## src/rtl/acc_seq_pkg.sv

```systemverilog
package acc_seq_pkg;

  typedef enum logic [3:0] {
    ST_F_MAR, ST_F_RD, ST_F_CAP, ST_DEC,
    ST_A_MAR, ST_A_RD, ST_A_CAP, ST_A_LD,
    ST_D_MAR, ST_D_RD, ST_D_CAP, ST_EXEC,
    ST_ST_SET, ST_ST_WR, ST_HALT
  } seq_state_e;

  typedef enum logic [2:0] {
    ALU_PASS, ALU_ADD, ALU_SUB, ALU_AND, ALU_CLR
  } alu_op_e;

  typedef enum logic [1:0] {
    JC_ALWAYS, JC_ZERO, JC_NEG
  } jcond_e;

  localparam logic [7:0] OPC_NOP = 8'h00;
  localparam logic [7:0] OPC_CLA = 8'h10;
  localparam logic [7:0] OPC_JMP = 8'h60;
  localparam logic [7:0] OPC_JZ  = 8'h61;
  localparam logic [7:0] OPC_JN  = 8'h62;
  localparam logic [7:0] OPC_LDA = 8'h91;
  localparam logic [7:0] OPC_STA = 8'h96;
  localparam logic [7:0] OPC_ADD = 8'h99;
  localparam logic [7:0] OPC_SUB = 8'h9A;
  localparam logic [7:0] OPC_AND = 8'h9B;
  localparam logic [7:0] OPC_HLT = 8'hFF;

  typedef struct packed {
    logic    has_addr;
    logic    reads_mem;
    logic    is_store;
    logic    is_jump;
    jcond_e  jcond;
    logic    alu_we;
    alu_op_e alu_op;
    logic    halt;
  } dec_t;

endpackage

```

## src/rtl/acc_seq_decode.sv

```systemverilog
module acc_seq_decode
  import acc_seq_pkg::*;
#(
  parameter int unsigned WORD_W = 16
) (
  input  logic [WORD_W-1:0] instr_i,
  output dec_t              dec_o
);
  logic hi_zero;

  generate
    if (WORD_W > 8) begin : g_hi
      assign hi_zero = (instr_i[WORD_W-1:8] == '0);
    end else begin : g_nohi
      assign hi_zero = 1'b1;
    end
  endgenerate

  always_comb begin
    dec_o = '{has_addr: 1'b0, reads_mem: 1'b0, is_store: 1'b0, is_jump: 1'b0,
              jcond: JC_ALWAYS, alu_we: 1'b0, alu_op: ALU_PASS, halt: 1'b0};
    if (hi_zero) begin
      unique case (instr_i[7:0])
        OPC_CLA: begin dec_o.alu_we = 1'b1; dec_o.alu_op = ALU_CLR; end
        OPC_JMP: begin dec_o.has_addr = 1'b1; dec_o.is_jump = 1'b1; end
        OPC_JZ:  begin dec_o.has_addr = 1'b1; dec_o.is_jump = 1'b1; dec_o.jcond = JC_ZERO; end
        OPC_JN:  begin dec_o.has_addr = 1'b1; dec_o.is_jump = 1'b1; dec_o.jcond = JC_NEG; end
        OPC_LDA: begin dec_o.has_addr = 1'b1; dec_o.reads_mem = 1'b1;
                       dec_o.alu_we = 1'b1; dec_o.alu_op = ALU_PASS; end
        OPC_STA: begin dec_o.has_addr = 1'b1; dec_o.is_store = 1'b1; end
        OPC_ADD: begin dec_o.has_addr = 1'b1; dec_o.reads_mem = 1'b1;
                       dec_o.alu_we = 1'b1; dec_o.alu_op = ALU_ADD; end
        OPC_SUB: begin dec_o.has_addr = 1'b1; dec_o.reads_mem = 1'b1;
                       dec_o.alu_we = 1'b1; dec_o.alu_op = ALU_SUB; end
        OPC_AND: begin dec_o.has_addr = 1'b1; dec_o.reads_mem = 1'b1;
                       dec_o.alu_we = 1'b1; dec_o.alu_op = ALU_AND; end
        OPC_HLT: dec_o.halt = 1'b1;
        default: ;  // NOP and unknown words
      endcase
    end
  end
endmodule

```

## src/rtl/acc_seq_alu.sv

```systemverilog
module acc_seq_alu
  import acc_seq_pkg::*;
#(
  parameter int unsigned WORD_W = 16
) (
  input  logic [WORD_W-1:0] a_i,
  input  logic [WORD_W-1:0] b_i,
  input  alu_op_e           op_i,
  output logic [WORD_W-1:0] res_o
);
  always_comb begin
    unique case (op_i)
      ALU_ADD: res_o = a_i + b_i;
      ALU_SUB: res_o = a_i - b_i;
      ALU_AND: res_o = a_i & b_i;
      ALU_CLR: res_o = '0;
      default: res_o = b_i;
    endcase
  end
endmodule

```

## src/rtl/acc_seq_ctrl.sv

```systemverilog
module acc_seq_ctrl
  import acc_seq_pkg::*;
(
  input  logic       clk_i,
  input  logic       rst_ni,
  input  dec_t       dec_i,
  input  logic       zero_i,
  input  logic       neg_i,
  output seq_state_e state_o,
  output logic       mar_from_pc_o,
  output logic       mar_from_opa_o,
  output logic       mdr_from_mem_o,
  output logic       mdr_from_acc_o,
  output logic       pc_inc_o,
  output logic       pc_jump_o,
  output logic       op_ld_o,
  output logic       opa_ld_o,
  output logic       acc_we_o,
  output logic       halt_set_o,
  output logic       mem_rd_o,
  output logic       mem_wr_o
);
  seq_state_e state_q, state_d;
  logic take_jump;

  assign take_jump = (dec_i.jcond == JC_ALWAYS) ||
                     (dec_i.jcond == JC_ZERO && zero_i) ||
                     (dec_i.jcond == JC_NEG  && neg_i);

  always_comb begin
    state_d        = state_q;
    mar_from_pc_o  = 1'b0;
    mar_from_opa_o = 1'b0;
    mdr_from_mem_o = 1'b0;
    mdr_from_acc_o = 1'b0;
    pc_inc_o       = 1'b0;
    pc_jump_o      = 1'b0;
    op_ld_o        = 1'b0;
    opa_ld_o       = 1'b0;
    acc_we_o       = 1'b0;
    halt_set_o     = 1'b0;
    mem_rd_o       = 1'b0;
    mem_wr_o       = 1'b0;
    unique case (state_q)
      ST_F_MAR: begin mar_from_pc_o = 1'b1; state_d = ST_F_RD; end
      ST_F_RD:  begin mem_rd_o = 1'b1; state_d = ST_F_CAP; end
      ST_F_CAP: begin mdr_from_mem_o = 1'b1; pc_inc_o = 1'b1; state_d = ST_DEC; end
      ST_DEC: begin
        op_ld_o = 1'b1;
        state_d = dec_i.has_addr ? ST_A_MAR : ST_EXEC;
      end
      ST_A_MAR: begin mar_from_pc_o = 1'b1; state_d = ST_A_RD; end
      ST_A_RD:  begin mem_rd_o = 1'b1; state_d = ST_A_CAP; end
      ST_A_CAP: begin mdr_from_mem_o = 1'b1; pc_inc_o = 1'b1; state_d = ST_A_LD; end
      ST_A_LD: begin
        opa_ld_o = 1'b1;
        if (dec_i.is_store)       state_d = ST_ST_SET;
        else if (dec_i.reads_mem) state_d = ST_D_MAR;
        else                      state_d = ST_EXEC;
      end
      ST_D_MAR: begin mar_from_opa_o = 1'b1; state_d = ST_D_RD; end
      ST_D_RD:  begin mem_rd_o = 1'b1; state_d = ST_D_CAP; end
      ST_D_CAP: begin mdr_from_mem_o = 1'b1; state_d = ST_EXEC; end
      ST_EXEC: begin
        acc_we_o   = dec_i.alu_we;
        pc_jump_o  = dec_i.is_jump && take_jump;
        halt_set_o = dec_i.halt;
        state_d    = dec_i.halt ? ST_HALT : ST_F_MAR;
      end
      ST_ST_SET: begin mar_from_opa_o = 1'b1; mdr_from_acc_o = 1'b1; state_d = ST_ST_WR; end
      ST_ST_WR:  begin mem_wr_o = 1'b1; state_d = ST_F_MAR; end
      ST_HALT:   state_d = ST_HALT;
      default:   state_d = ST_F_MAR;
    endcase
  end

  always_ff @(posedge clk_i or negedge rst_ni) begin
    if (!rst_ni) state_q <= ST_F_MAR;
    else         state_q <= state_d;
  end

  assign state_o = state_q;

  AST_HALT_TERMINAL: assert property (@(posedge clk_i) disable iff (!rst_ni)
    (state_q == ST_HALT) |=> (state_q == ST_HALT));
  AST_RW_EXCL: assert property (@(posedge clk_i) disable iff (!rst_ni)
    !(mem_rd_o && mem_wr_o));
endmodule

```

## src/rtl/acc_seq_core.sv

```systemverilog
module acc_seq_core
  import acc_seq_pkg::*;
#(
  parameter int unsigned WORD_W = 16,
  parameter int unsigned ADDR_W = 16
) (
  input  logic              clk_i,
  input  logic              rst_ni,
  output logic [ADDR_W-1:0] mem_addr_o,
  output logic              mem_rd_o,
  output logic              mem_wr_o,
  output logic              mem_word_o,
  output logic [WORD_W-1:0] mem_wdata_o,
  input  logic [WORD_W-1:0] mem_rdata_i,
  output logic [WORD_W-1:0] acc_o,
  output logic [ADDR_W-1:0] pc_o,
  output logic              halted_o,
  output logic              zero_o,
  output logic              neg_o
);
  localparam int unsigned PC_STEP = WORD_W / 8;
  localparam logic [ADDR_W-1:0] PC_INC = ADDR_W'(PC_STEP);

  logic [ADDR_W-1:0] pc_q, mar_q, opa_q, mdr_addr;
  logic [WORD_W-1:0] mdr_q, op_q, acc_q, alu_res, dec_word;
  logic              halt_q, zero_q, neg_q;

  seq_state_e state;
  dec_t       dec;
  logic mar_from_pc, mar_from_opa, mdr_from_mem, mdr_from_acc;
  logic pc_inc, pc_jump, op_ld, opa_ld, acc_we, halt_set, rd, wr;

  generate
    if (ADDR_W <= WORD_W) begin : g_addr_trunc
      assign mdr_addr = mdr_q[ADDR_W-1:0];
    end else begin : g_addr_ext
      assign mdr_addr = {{(ADDR_W-WORD_W){1'b0}}, mdr_q};
    end
  endgenerate

  // decode the freshly read word during ST_DEC, the held opcode afterwards
  assign dec_word = (state == ST_DEC) ? mdr_q : op_q;

  acc_seq_decode #(.WORD_W(WORD_W)) u_dec (
    .instr_i(dec_word),
    .dec_o  (dec)
  );

  acc_seq_alu #(.WORD_W(WORD_W)) u_alu (
    .a_i  (acc_q),
    .b_i  (mdr_q),
    .op_i (dec.alu_op),
    .res_o(alu_res)
  );

  acc_seq_ctrl u_ctrl (
    .clk_i         (clk_i),
    .rst_ni        (rst_ni),
    .dec_i         (dec),
    .zero_i        (zero_q),
    .neg_i         (neg_q),
    .state_o       (state),
    .mar_from_pc_o (mar_from_pc),
    .mar_from_opa_o(mar_from_opa),
    .mdr_from_mem_o(mdr_from_mem),
    .mdr_from_acc_o(mdr_from_acc),
    .pc_inc_o      (pc_inc),
    .pc_jump_o     (pc_jump),
    .op_ld_o       (op_ld),
    .opa_ld_o      (opa_ld),
    .acc_we_o      (acc_we),
    .halt_set_o    (halt_set),
    .mem_rd_o      (rd),
    .mem_wr_o      (wr)
  );

  always_ff @(posedge clk_i or negedge rst_ni) begin
    if (!rst_ni) begin
      pc_q   <= '0;
      mar_q  <= '0;
      mdr_q  <= '0;
      op_q   <= '0;
      opa_q  <= '0;
      acc_q  <= '0;
      halt_q <= 1'b0;
      zero_q <= 1'b0;
      neg_q  <= 1'b0;
    end else begin
      if (mar_from_pc)       mar_q <= pc_q;
      else if (mar_from_opa) mar_q <= opa_q;
      if (mdr_from_mem)      mdr_q <= mem_rdata_i;
      else if (mdr_from_acc) mdr_q <= acc_q;
      if (pc_inc)            pc_q  <= pc_q + PC_INC;
      else if (pc_jump)      pc_q  <= opa_q;
      if (op_ld)             op_q  <= mdr_q;
      if (opa_ld)            opa_q <= mdr_addr;
      if (acc_we) begin
        acc_q  <= alu_res;
        zero_q <= (alu_res == '0);
        neg_q  <= alu_res[WORD_W-1];
      end
      if (halt_set)          halt_q <= 1'b1;
    end
  end

  assign mem_addr_o  = mar_q;
  assign mem_rd_o    = rd;
  assign mem_wr_o    = wr;
  assign mem_word_o  = rd | wr;
  assign mem_wdata_o = mdr_q;
  assign acc_o       = acc_q;
  assign pc_o        = pc_q;
  assign halted_o    = halt_q;
  assign zero_o      = zero_q;
  assign neg_o       = neg_q;

  AST_PC_STEP: assert property (@(posedge clk_i) disable iff (!rst_ni)
    (state == ST_F_CAP || state == ST_A_CAP) |=> (pc_q == $past(pc_q) + PC_INC));
  AST_READ_LATENCY: assert property (@(posedge clk_i) disable iff (!rst_ni)
    (state == ST_D_CAP) |=> (mdr_q == $past(mem_rdata_i)));
  AST_FLAG_TRACK: assert property (@(posedge clk_i) disable iff (!rst_ni)
    acc_we |=> (zero_q == (acc_q == '0)) && (neg_q == acc_q[WORD_W-1]));
  AST_STORE_DATA: assert property (@(posedge clk_i) disable iff (!rst_ni)
    mem_wr_o |-> (mem_wdata_o == acc_q));
  AST_STORE_KEEP: assert property (@(posedge clk_i) disable iff (!rst_ni)
    mem_wr_o |=> $stable(acc_q) && $stable(zero_q) && $stable(neg_q));
  AST_HALT_QUIET: assert property (@(posedge clk_i) disable iff (!rst_ni)
    halted_o |-> !mem_rd_o && !mem_wr_o);
  AST_HALT_STICKY: assert property (@(posedge clk_i) disable iff (!rst_ni)
    halted_o |=> halted_o && $stable(pc_q));
  AST_SIZE_ON_ACCESS: assert property (@(posedge clk_i) disable iff (!rst_ni)
    (mem_rd_o || mem_wr_o) |-> mem_word_o);
endmodule

```

## config.mk

```make
export PLATFORM = sky130hd
export DESIGN_NAME = acc_seq_core
export DESIGN_NICKNAME = d
export VERILOG_FILES = /design/src/rtl/acc_seq_pkg.sv /design/src/rtl/acc_seq_decode.sv /design/src/rtl/acc_seq_alu.sv /design/src/rtl/acc_seq_ctrl.sv /design/src/rtl/acc_seq_core.sv
export SDC_FILE = /design/constraint.sdc
export NUM_CORES = 1
export LEC_CHECK = 0
export BUFFER_PORTS_ARGS = -buffer_cell sky130_fd_sc_hd__buf_2
export CAP_MARGIN = 0
export CORE_MARGIN = 2
export CORE_UTILIZATION = 41
export CTS_CLUSTER_DIAMETER = 100
export DETAILED_ROUTE_END_ITERATION = 12
export PLACE_DENSITY = 0.62
export SLEW_MARGIN = 20
export SYNTH_ARGS = -nofsm -noshare
export SYNTH_HDL_FRONTEND = slang
export SYNTH_HIERARCHICAL = 1
export SYNTH_SLANG_ARGS = --single-unit
```

## constraint.sdc

```tcl
create_clock -name clk_i -period 11.35 [get_ports clk_i]
set_clock_uncertainty 0.15 [all_clocks]
set_input_delay 0.5675 -clock clk_i [delete_from_list [all_inputs] [get_ports clk_i]]
set_output_delay 0.5675 -clock clk_i [all_outputs]
set_load 0.02 [all_outputs]
```

==> key figures <==
Routing
  • Top Metal Used: met4
  • Routed wl met2: 8140 um
  • Vias: 5473
  • Iter 0 DRT Violations: 313
  • Met1 WL: 8000 um
  • Detailed-route wire length per cell: 18.3 um
  • Total Wirelength: 17600 um
  • Post-route ant nets: 0
  • Vias per cell: 5.72
  • # DRC: 0
  • First-pass DRT Iterations: 5
  • DR WL met3: 858 um

Clock tree
  • Htree depth: 3
  • Resize count post-CTS: 0
  • Setup Fix Bufs, Post-CTS: 0
  • CTS clock-pin slew for the worst setup and hold paths: 70 ps
  • Cts hold-fix bufs: 0
  • CTS Root Cell: clkbuf_16
  • Number of buffers created by CTS: 9
  • CTS tree: done
  • CTS max path bufs: 2
  • Clock sink count: 102
  • Worst skew pair latency: 360 ps

Critical path
  • CP endpoint kind: flop
  • Crit path DAT: 6260 ps
  • Flop-to-flop setup slack: 5190 ps
  • Setup crit start kind: flop
  • CP required: 11450 ps
  • Critical path type: flop to flop
  • CP max FO: 16

Final layout
  • Most common cell after layout, fill and taps aside: dfrtp_1
  • Most frequent cells in the layout: dfrtp_1, buf_2, mux2_2
  • Fraction of layout cells with a size suffix above 1: 28.9%
  • Fin util: 47.6%
  • Fillers: 1474
  • # nets final: 773
  • Post-route cell area: 7480 um2
  • Area delta synth->final: 14.5%
  • ANT cells: 0

Yosys
  • Syn avg cell area: 9.85 um2
  • Mapped Nets: 700
  • Cell taking the most area after synthesis: dfrtp_1
  • Ys async rst share: 100%
  • Seq/Total Area, Yosys: 39.1%
  • Mapped Area: 6530 um2
  • Count of different cell masters after synthesis: 77
  • Synth Flop Type: dfrtp_1
  • Cell count after synthesis: 663
  • Top cells by area, synth: dfrtp_1, mux2_2, mux2i_1, ha_1, nand2_1
  • Synth top area share: 39.1%
  • #FFs+latches synth: 102
  • Synth warn: 6
  • Number of synthesized flops with an enable pin: 0

Die
  • Starting density of the core: 41.5%
  • Die Y: 130 um
  • Row count: 46
  • Core Region: 15700 um2
  • Die Width: 130 um
  • I/O pins: 88
  • Full die area: 16900 um2

Placed design
  • PortBufs: 87
  • Post-Place Cell Area: 7140 um2
  • DP HPWL: 12700 um
  • Pre-CTS worst setup slack: 5260 ps
  • Global placement routability congestion: 0.969

GRT
  • Vias in the first global route: 5403
  • GRT overflow: 0
  • First-pass GRT wire length: 28500 um
  • Largest net degree at the start of global routing: 61
  • Initial antenna violation count: 0
  • GRT Overall Usage: 21.5%

STA
  • Final Worst Setup Slack: 5190 ps
  • Fin Setup TNS: 0 ps
  • Worst-Margin Slew: 789 ps
  • Fin. Hold Viols: 0
  • Slew Limit Fails: 0
  • Slew margin rel.: 47.2%
  • Minimum clock period: 6160 ps
  • Crit share post-route: 54.3%
  • Final setup fails: 0
  • RSZ-0062 raised after global routing: false
  • Fmax: 162 MHz

Power and ir drop
  • Pwr dens: 242 nW/um2
  • Lkg Pwr: 0.00330 uW
  • Total power: 1810 uW
  • Worst VDD drop: 0.120 mV

Flow run
  • Max-cap violations: 0

Outcome
  • Run status: finished, final reports clean

Worst hold path
  • Worst hold path type: primary input to asynchronous set/reset pin
[cell usage after synthesis (7+ instances only)]
master    instances
xor2_1            8
a21o_1            9
nor2_1           29
nand4_1           9
buf_2             7
o21ai_0          42
mux2i_1          36
dfrtp_1         102
nor4_1           12
inv_1            26
mux2_2           64
clkbuf_1         18
nor2b_1           8
nand2b_1         12
o22ai_1          13
nor3_1           11
nand2_1          59
nand3_1          16
a31oi_1          10
a21oi_1          37
xnor2_1          18
ha_1             18
[flip-flops by register name, indices dropped and copies added (netlist names)]
signal	cells
u_ctrl/state_o	4
acc_o	16
zero_o	1
pc_o	16
op_q	16
mem_wdata_o	16
opa_q	16
halted_o	1
mem_addr_o	16
[logic make-up (layout without fill, tap and decap cells)]
kind of cell	count (synthesis)	after routing	share of synthesized area (%)
adders and majority gates	20	20	3.91
DFF	102	102	39.1
AOI/OAI and AO/OA	160	160	16.2
buffers and inverters	62	140	4.50
muxes	100	100	16.6
xor gates and xnor gates	26	26	3.49
and+or+nand+nor	193	193	16.2
[layer usage]
| metal | vias to the layer above | GRT usage (%) |
|---|---|---|
| li1 | 2577 | - |
| met1 | 2678 | 29.1 |
| met2 | 187 | 34.7 |
| met3 | 31 | 2.71 |
| met4 | 0 | 9.68 |
| met5 | - | 0 |
[final timing paths]
kind	from	end	depth (start not counted)
setup reg to reg	u_ctrl/state_o[1]	zero_o	21
hold reg to reg	halted_o	halted_o	1
setup / recovery	u_ctrl/state_o[1]	zero_o	21
min in group clk_i	mem_rdata_i[6]	mem_wdata_o[6]	3
max in group asynchronous	rst_ni	op_q[5]	2
hold / removal	rst_ni	mem_addr_o[7]	1
[cell type report]
class | count | area (um2) | share of cell area, %
repair buffers | 97 | 513 | 6.86
clock inverters | 4 | 77.6 | 1.04
well taps | 216 | 270 | 3.61
flip-flops and latches | 102 | 2550 | 34.1
clock buffers | 12 | 256 | 3.43
multi-input cells | 499 | 3710 | 49.6
inverters | 27 | 101 | 1.36
[per-stage QoR]
| step | cells | hold WS [ps] |
|---|---|---|
| after global placement | 941 | 301 |
| after CTS | 957 | 72.1 |
| after global routing | 957 | 101 |
| final | 957 | 58.6 |
| after floorplan | 663 | 122 |
| after detailed placement | 941 | 310 |
[worst max-delay path, cell delays in order, from the launching register on]
cell and delay [ps]:
dfrtp_1 660, nand2_1 130, nor3_2 120, buf_4 250, mux2_2 350, nor4_1 380
nand2_1 260, nor4_1 580, nand2b_1 210, nor2_1 450, a31oi_1 110, xnor2_1 150
ha_1 340, a21o_1 220, a21o_1 190, or2_1 260, a31oi_1 240, xor2_1 180
o22ai_1 120, nor4_1 300, nand4_1 130, o41ai_1 260
[power by group]
group	total, uW	switching [uW]	internal [uW]	leakage [uW]
clock	347	140	207	0.000163
combinational	830	479	351	0.00182
sequential	634	178	456	0.00132
total	1810	797	1010	0.00330
Note: power is estimated with default switching activity, not from simulation.
